<file path="src/rtl/alu16_pkg.sv">
package alu16_pkg;
  typedef enum logic [2:0] {
    FN_ADD = 3'b000,
    FN_SUB = 3'b001,
    FN_AND = 3'b010,
    FN_OR  = 3'b011,
    FN_SHL = 3'b100,
    FN_SHR = 3'b101,
    FN_RS6 = 3'b110,
    FN_RS7 = 3'b111
  } fn_e;

  typedef enum logic [1:0] {
    SOP_ARITH = 2'd0,
    SOP_AND   = 2'd1,
    SOP_OR    = 2'd2
  } slice_op_e;

  typedef enum logic [1:0] {
    OSEL_SLICE = 2'd0,
    OSEL_SHL   = 2'd1,
    OSEL_SHR   = 2'd2,
    OSEL_ZERO  = 2'd3
  } out_sel_e;

  typedef struct packed {
    slice_op_e op;
    logic      inv_b;
    logic      cin;
    out_sel_e  sel;
    logic      carry_en;
  } ctrl_t;
endpackage

</file>
<file path="src/rtl/alu_ctrl_rom.sv">
module alu_ctrl_rom
  import alu16_pkg::*;
(
  input  logic [2:0] func,
  output ctrl_t      ctrl
);
  // One entry per function code; indexed directly, nothing computed.
  function automatic ctrl_t rom_entry(input logic [2:0] idx);
    ctrl_t e;
    e = '{op: SOP_ARITH, inv_b: 1'b0, cin: 1'b0, sel: OSEL_ZERO, carry_en: 1'b0};
    case (fn_e'(idx))
      FN_ADD: e = '{op: SOP_ARITH, inv_b: 1'b0, cin: 1'b0, sel: OSEL_SLICE, carry_en: 1'b1};
      FN_SUB: e = '{op: SOP_ARITH, inv_b: 1'b1, cin: 1'b1, sel: OSEL_SLICE, carry_en: 1'b1};
      FN_AND: e = '{op: SOP_AND,   inv_b: 1'b0, cin: 1'b0, sel: OSEL_SLICE, carry_en: 1'b0};
      FN_OR:  e = '{op: SOP_OR,    inv_b: 1'b0, cin: 1'b0, sel: OSEL_SLICE, carry_en: 1'b0};
      FN_SHL: e = '{op: SOP_ARITH, inv_b: 1'b0, cin: 1'b0, sel: OSEL_SHL,   carry_en: 1'b0};
      FN_SHR: e = '{op: SOP_ARITH, inv_b: 1'b0, cin: 1'b0, sel: OSEL_SHR,   carry_en: 1'b0};
      default: ;
    endcase
    return e;
  endfunction

  always_comb ctrl = rom_entry(func);
endmodule

</file>
<file path="src/rtl/alu_slice4.sv">
module alu_slice4
  import alu16_pkg::*;
#(
  parameter int W = 4
) (
  input  logic [W-1:0] a,
  input  logic [W-1:0] b,
  input  logic         cin,
  input  slice_op_e    op,
  input  logic         inv_b,
  output logic [W-1:0] f,
  output logic         cout
);
  logic [W-1:0] bx;
  logic [W:0]   sum;

  always_comb begin
    bx  = inv_b ? ~b : b;
    sum = {1'b0, a} + {1'b0, bx} + {{W{1'b0}}, cin};
    unique case (op)
      SOP_AND: begin f = a & b; cout = 1'b0; end
      SOP_OR:  begin f = a | b; cout = 1'b0; end
      default: begin f = sum[W-1:0]; cout = sum[W]; end
    endcase
  end

  // Bitwise modes never emit a carry into the next slice
  always_comb begin
    if (op != SOP_ARITH) assert_logic_nocarry_R3: assert (cout == 1'b0);
  end
endmodule

</file>
<file path="src/rtl/alu_shift1.sv">
module alu_shift1 #(
  parameter int W    = 16,
  parameter bit LEFT = 1'b1
) (
  input  logic [W-1:0] a,
  output logic [W-1:0] y
);
  generate
    if (LEFT) begin : g_left
      assign y = {a[W-2:0], 1'b0};
    end else begin : g_right
      assign y = {1'b0, a[W-1:1]};
    end
  endgenerate
endmodule

</file>
<file path="src/rtl/alu16_sliced.sv">
module alu16_sliced
  import alu16_pkg::*;
#(
  parameter int DATA_W  = 16,
  parameter int SLICE_W = 4
) (
  input  logic              clk,
  input  logic              rst_n,
  input  logic              in_valid,
  output logic              in_ready,
  input  logic [DATA_W-1:0] in_a,
  input  logic [DATA_W-1:0] in_b,
  input  logic [2:0]        in_func,
  output logic              out_valid,
  input  logic              out_ready,
  output logic [DATA_W-1:0] out_result,
  output logic              out_carry,
  output logic              out_zero
);
  localparam int NUM_SLICES = DATA_W / SLICE_W;

  ctrl_t             ctrl;
  logic [NUM_SLICES:0] chain;
  logic [DATA_W-1:0] slice_f, shl_y, shr_y;
  logic [DATA_W-1:0] res_c;
  logic              carry_c, accept;

  alu_ctrl_rom u_rom (.func(in_func), .ctrl(ctrl));

  assign chain[0] = ctrl.cin;

  generate
    for (genvar s = 0; s < NUM_SLICES; s++) begin : g_slice
      alu_slice4 #(.W(SLICE_W)) u_slice (
        .a    (in_a[s*SLICE_W +: SLICE_W]),
        .b    (in_b[s*SLICE_W +: SLICE_W]),
        .cin  (chain[s]),
        .op   (ctrl.op),
        .inv_b(ctrl.inv_b),
        .f    (slice_f[s*SLICE_W +: SLICE_W]),
        .cout (chain[s+1])
      );
    end
  endgenerate

  alu_shift1 #(.W(DATA_W), .LEFT(1'b1)) u_shl (.a(in_a), .y(shl_y));
  alu_shift1 #(.W(DATA_W), .LEFT(1'b0)) u_shr (.a(in_a), .y(shr_y));

  always_comb begin
    unique case (ctrl.sel)
      OSEL_SLICE: res_c = slice_f;
      OSEL_SHL:   res_c = shl_y;
      OSEL_SHR:   res_c = shr_y;
      default:    res_c = '0;
    endcase
    carry_c = ctrl.carry_en & chain[NUM_SLICES];
  end

  assign in_ready = !out_valid || out_ready;
  assign accept   = in_valid && in_ready;

  always_ff @(posedge clk) begin
    if (!rst_n) begin
      out_valid  <= 1'b0;
      out_result <= '0;
      out_carry  <= 1'b0;
      out_zero   <= 1'b0;
    end else begin
      if (accept) begin
        out_valid  <= 1'b1;
        out_result <= res_c;
        out_carry  <= carry_c;
        out_zero   <= (res_c == '0);
      end else if (out_ready) begin
        out_valid <= 1'b0;
      end
    end
  end

  // Assertions
  assert_add_R1: assert property (@(posedge clk) disable iff (!rst_n)
    (accept && in_func == 3'b000) |=>
      ({out_carry, out_result} == ({1'b0, $past(in_a)} + {1'b0, $past(in_b)})));

  assert_sub_R2: assert property (@(posedge clk) disable iff (!rst_n)
    (accept && in_func == 3'b001) |=>
      (out_result == DATA_W'($past(in_a) - $past(in_b))) &&
      (out_carry == ($past(in_a) >= $past(in_b))));

  assert_reserved_R7: assert property (@(posedge clk) disable iff (!rst_n)
    (accept && in_func[2:1] == 2'b11) |=> (out_zero && !out_carry && out_result == '0));

  assert_zero_flag_R8: assert property (@(posedge clk) disable iff (!rst_n)
    out_valid |-> (out_zero == (out_result == '0)));

  assert_accept_R9: assert property (@(posedge clk) disable iff (!rst_n)
    accept |=> out_valid);

  assert_hold_R10: assert property (@(posedge clk) disable iff (!rst_n)
    (out_valid && !out_ready) |=>
      (out_valid && $stable(out_result) && $stable(out_carry) && $stable(out_zero)));
endmodule

</file>
<file path="config.mk">
export PLATFORM = sky130hd
export DESIGN_NAME = alu16_sliced
export DESIGN_NICKNAME = d
export VERILOG_FILES = /design/src/rtl/alu16_pkg.sv /design/src/rtl/alu_ctrl_rom.sv /design/src/rtl/alu_slice4.sv /design/src/rtl/alu_shift1.sv /design/src/rtl/alu16_sliced.sv
export SDC_FILE = /design/constraint.sdc
export NUM_CORES = 1
export LEC_CHECK = 0
export BUFFER_PORTS_ARGS = -buffer_cell sky130_fd_sc_hd__buf_2
export CAP_MARGIN = 10
export CORE_AREA = 2 2 61 106
export CTS_CLUSTER_SIZE = 28
export DETAILED_ROUTE_END_ITERATION = 8
export DIE_AREA = 0 0 63 108
export GPL_TIMING_DRIVEN = 0
export PLACE_DENSITY_LB_ADDON = 0.1
export SYNTH_ARGS = -nofsm -noshare
export SYNTH_HDL_FRONTEND = slang
export SYNTH_HIERARCHICAL = 1
export SYNTH_SLANG_ARGS = --single-unit
</file>
<file path="constraint.sdc">
create_clock -name clk -period 10.8 [get_ports clk]
set_input_delay 0.54 -clock clk [delete_from_list [all_inputs] [get_ports clk]]
set_output_delay 0.54 -clock clk [all_outputs]
set_load 0.01 [all_outputs]
</file>
Word level (Yosys, flattened, before mapping)

Index checks and enable logic that the tools add are counted.

Add/subtract/negate cells: 8
Equality and inequality tests: 9
Muxes and demuxes: 16
Bitwise gates (word level): 13
Reduce and logical (&&, ||, !) cells: 8

Operators with widths:

| operator                                                              | number |
|---|---|
| 16-bit case mux with 3 select lines                                   | 1 |
| 7-bit case mux with 6 select lines                                    | 1 |
| 4-bit case mux with 2 select lines                                    | 4 |
| 4-bit by 4-bit adder with 5-bit output                                | 4 |
| 5-bit by 1-bit adder with 5-bit output                                | 4 |
| 4-bit bitwise AND                                                     | 4 |
| 16-bit logical NOT                                                    | 1 |
| 4-bit 2-to-1 mux                                                      | 4 |
| 4-bit inverter                                                        | 4 |
| 4-bit OR                                                              | 4 |
| 3-bit by 2-bit equality test with 1-bit output, second input constant | 2 |
| 3-bit equality test, second input constant                            | 2 |
| 1-bit 2-to-1 mux                                                      | 6 |
| 2-bit by 1-bit equality test with 1-bit output, second input constant | 2 |
| 2-bit equality test, second input constant                            | 2 |
| 3-bit by 1-bit equality test with 1-bit output, second input constant | 1 |
| 3-bit logical NOT                                                     | 1 |
| 2-bit logical NOT                                                     | 1 |
| 2-bit nonzero test                                                    | 1 |
| 2-bit OR reduction                                                    | 1 |
| 1-bit bitwise AND                                                     | 1 |
| 1-bit logical AND                                                     | 1 |
| 1-bit logical NOT                                                     | 1 |
| 1-bit logical OR                                                      | 1 |

Flip-flop bits (word level): 19
Bits of input ports: 39
Output and inout bits: 20
Word-level logic and storage cells: 58

Depth between registers and ports, before layout

Word-level depth: 14
Gate-level depth with buffers: 29
Gate-level depth less buffers: 28

Hierarchy

The synthesis kept the hierarchy.

By module, submodules not included:

| module                              | times used | cells an instance | area each (µm²) | sequential area each (µm²) |
|---|---|---|---|---|
| alu16_sliced                        | 1          | 123               | 1,066.0         | 380.4 |
| alu_slice4 (g_slice[0].u_slice ...) | 3          | 39                | 307.8           | 0.0 |
| alu_slice4 (g_slice[3].u_slice)     | 1          | 38                | 306.5           | 0.0 |
| alu_shift1                          | 2          | 17                | 123.9           | 0.0 |
| alu_ctrl_rom                        | 1          | 8                 | 50.0            | 0.0 |

Least setup slack after synthesis

Ideal clock, no wire load.

Path kind: input to register
From: input in_func[1]
To: register out_zero
Library setup time: 0.067 ns
Arrival time: 7.144 ns
Data required time: 10.733 ns
Slack: 3.589 ns
Stages: 29
Path buffers: 1
Cell sequence: nor2_1 and2_2 buf_4 xor2_1 fa_1 fa_1 a21o_1 a21oi_1 nor2b_1 fa_1 fa_1 a21o_1 a21oi_1 nor2b_1 fa_1 fa_1 a21o_1 a21oi_1 nor2b_1 fa_1 fa_1 xnor2_1 a21oi_1 mux2i_1 a2bb2oi_2 nand4_1 or4_1 or3_1 a21oi_2

Elaborated cells between the ends (all ways): 34
Those cells by class: add/sub (8); eq/ne (9); mux (13); reduce/logical (4)

RTL lines:

| element                                           | line               | RTL |
|---|---|---|
| start, declared                                   | alu16_sliced.sv:13 | `input logic [2:0] in_func,` |
| 3-bit equality test, or another cell as far along | alu_ctrl_rom.sv:11 | `case (fn_e'(idx))` |
| 7-bit case mux with 6 select lines (*)            | alu_ctrl_rom.sv:11 |  |
| named net chain[0]                                | alu16_sliced.sv:23 | `logic [NUM_SLICES:0] chain;` |
| 5-bit by 1-bit adder with 5-bit output (*)        | alu_slice4.sv:19   | `sum = {1'b0, a} + {1'b0, bx} + {{W{1'b0}}, cin};` |
| 1-bit 2-to-1 mux (*)                              | alu_slice4.sv:20   | `unique case (op)` |
| named net chain[1]                                | alu16_sliced.sv:23 |  |
| 5-bit by 1-bit adder with 5-bit output (*)        | alu_slice4.sv:19   |  |
| 1-bit 2-to-1 mux (*)                              | alu_slice4.sv:20   |  |
| named net chain[2]                                | alu16_sliced.sv:23 |  |
| 5-bit by 1-bit adder with 5-bit output (*)        | alu_slice4.sv:19   |  |
| 1-bit 2-to-1 mux (*)                              | alu_slice4.sv:20   |  |
| named net chain[3]                                | alu16_sliced.sv:23 |  |
| 5-bit by 1-bit adder with 5-bit output (*)        | alu_slice4.sv:19   |  |
| 4-bit case mux with 2 select lines (*)            | alu_slice4.sv:20   |  |
| named net slice_f[14]                             | alu16_sliced.sv:24 | `logic [DATA_W-1:0] slice_f, shl_y, shr_y;` |
| 16-bit case mux with 3 select lines (*)           | alu16_sliced.sv:50 | `unique case (ctrl.sel)` |
| 16-bit logical NOT (*)                            | alu16_sliced.sv:73 | `out_zero <= (res_c == '0);` |
| end signal, assigned                              | alu16_sliced.sv:73 |  |
| end, declared                                     | alu16_sliced.sv:18 | `output logic out_zero` |

Mark *: on every way through the listed nets, which the timed path passes. The rest lies on a longest branch.
A chain may end at the register's enable or synchronous reset.

Worst setup path after layout

Ends and elaborated chain as after synthesis.

==> results.cfg <==
[run_status]
status = finished, final reports clean

[finish]
fillers = 627
diodes = 0
syn_to_final_growth_pct = 16.7
drive_gt1_share_pct = 29.1
fin_nets = 450

[global_routing]
first_global_vias = 2271
grt_max_degree = 17
grt_overflow = 0
grt_usage_pct = 18.7
grt_pass1_wl_um = 10400
antenna_found_initial = 0

[worst_setup_path]
path_common_cell = fa_1
worst_setup_path_start_kind = input port
crit_path_end_kind = register
rrSetupSlack_ps = 9240
max_stage_delay_ps = 530
cp_max_fo = 16
slowest_stage = or4_1
cp_data_required_time_ps = 11000
arrival_ps = 7970
worst-setup-path-type = input port to register

[timing]
finalClockSkew_ps = 0.275
grt_setup_unrepaired = no
worst_slack_ps = 3030
tightest_slew_ps = 1030
fin_setup_tns_ps = 0
drv_slew = 0
hold_viol_final = 0
period_needed_ps = 7770
relSlewSlack_pct = 31.2
max_freq_mhz = 129
fin_crit_sh_pct = 72.0
setup_viol = 0

[synthesis]
synth.cell_area_um2 = 2590
ys_ff_latch = 19
synth_top_area_share_pct = 14.7
syn_inst = 320
synth.area.top_cells = dfxtp_1, buf_4, ha_1, fa_1, mux2i_1
synth_most_common_cell = buf_4
syn-num-nets = 387
yosysUniqueCellTypes = 42
yosys_most_used_dff = dfxtp_1
yosys_warnings = 6
postSynthAreaPerCell_um2 = 8.11
yosys.area.top_type = dfxtp_1
async_flop_share_pct = 0
synth_seq_area_share_pct = 14.7
synth_edf_count = 0
synth_common_cells = buf_4, nand2_1, a21oi_1

[clock_network]
cts_tree = built
clk_pin_slew_ps = 60
post_cts_buffers = 0
cts_resized = 0
postCtsHoldBufs = 0
htreeDepth = 1
cts_sinks = 19
cts_buffer_depth = 2
ctsRootBufferMaster = clkbuf_8
numCtsBuffers = 3
clk_latency_ps = 260

[route]
vias = 2349
drtAntennaViolNets = 0
dr.pass1.iters = 4
drc = 0
wl_um = 6090
wl_per_cell_um = 13.2
drt_iter0_drc = 107
via_per_inst = 5.11

[job]
drv_cap = 0

[power]
power.leakage_nw = 1.50
power_density_nw_per_um2 = 91.1
ir_worst_vdd_mv = 0.0387

[place]
place_ws_ps = 2790
io_buffers = 58
dp_hpwl_um = 5160
gp_congestion = 0.852

[die]
die_w_um = 63
dieHeight_um = 108
dieArea_um2 = 6800
row_count = 37
start_util_pct = 44.1
core_area_um2 = 5880
num_io_pins = 59

[hold_path]
hold_class = register to register
==> per-layer routing <==
metal  up-vias  track usage, %  wire (µm)
li1       1226               -          -
met1      1072            21.5       2440
met2        44            36.7       3400
met3         7            1.14        155
met4         0            5.08         93
met5         -               0          0
==> logic make-up after synthesis <==
kind of cell / synth area share [%]
xor gates and xnor gates: 6.75
muxes: 6.17
adders and majority gates: 15.8
buffers and inverters: 15.1
and+or+nand+nor: 15.1
AOI/OAI and AO/OA: 26.2
DFF: 14.7
other: 0.290
==> cell usage in the layout (no fill, tap or decap), types with 3 or more instances in the layout <==
master / synthesis / final
clkbuf_1: 4 / 5
a21o_1: 16 / 16
a2bb2oi_2: 4 / 4
a311oi_1: 4 / 4
buf_6: 3 / 3
a211o_1: 4 / 4
a211oi_1: 13 / 13
nand2_1: 25 / 25
ha_1: 20 / 20
buf_2: 3 / 61
a21oi_1: 24 / 24
buf_4: 36 / 36
fa_1: 8 / 8
a22oi_1: 8 / 8
xnor2_1: 4 / 4
nand3_1: 8 / 8
nor2b_1: 7 / 7
nor2_1: 22 / 22
inv_1: 10 / 10
mux2i_1: 16 / 16
nand4b_1: 5 / 5
o21ai_0: 13 / 13
dfxtp_1: 19 / 19
nand4_1: 3 / 3
xor2_1: 16 / 16
o21a_1: 5 / 5
o21ai_1: 3 / 3
clkbuf_8: 0 / 3
==> per-stage QoR <==
stage / std cells / utilization [%] / power, mW / cell area, µm² / hold WS [ps]
2_1_floorplan: 320 / - / 0.187 / 2590 / 476
3_3_place_gp: 456 / 50.7 / 0.226 / 2980 / 443
3_5_place_dp: 456 / 50.7 / 0.229 / 2980 / 445
4_1_cts: 460 / 51.5 / 0.278 / 3030 / 454
5_1_grt: 460 / 51.5 / 0.298 / 3030 / 477
6_report: 460 / 51.5 / 0.276 / 3030 / 452
==> where the power goes <==
group	internal, mW	total (mW)	switching, mW
logic	0.0700	0.148	0.0778
registers	0.0760	0.0784	0.00248
clock network	0.0263	0.0495	0.0232
total	0.172	0.276	0.103
==> registers in the layout, indices dropped and copies added, names as in the netlist <==
register	cells
out_result	16
out_carry	1
out_valid	1
out_zero	1
==> critical path: cells and delay by family <==
kind | cells | cell delay, ps
buf+inv | 2 | 430
xor+xnor | 2 | 300
mux | 1 | 200
simple gates | 8 | 1640
compound gates | 9 | 1390
fa+ha+maj | 8 | 3480
==> final cells by class <==
| type | instances | area [µm²] | area share (%) |
|---|---|---|---|
| repair buffers | 58 | 290 | 9.59 |
| well taps | 78 | 97.6 | 3.22 |
| clock buffers | 4 | 45.0 | 1.49 |
| flip-flops and latches | 19 | 380 | 12.6 |
| inverters | 11 | 41.3 | 1.36 |
| plain buffers | 47 | 349 | 11.5 |
| multi-input cells | 243 | 1820 | 60.2 |
==> path summary, 6_finish.rpt <==
path / startpoint / end / cells past startpoint
worst max-delay path: in_func[1] / out_zero / 30
worst min-delay path: out_result[7] / out_result[7] / 2
worst max register to register: out_valid / out_zero / 6
worst min register to register: out_result[7] / out_result[7] / 2
Power figures use the tool's default switching activity.
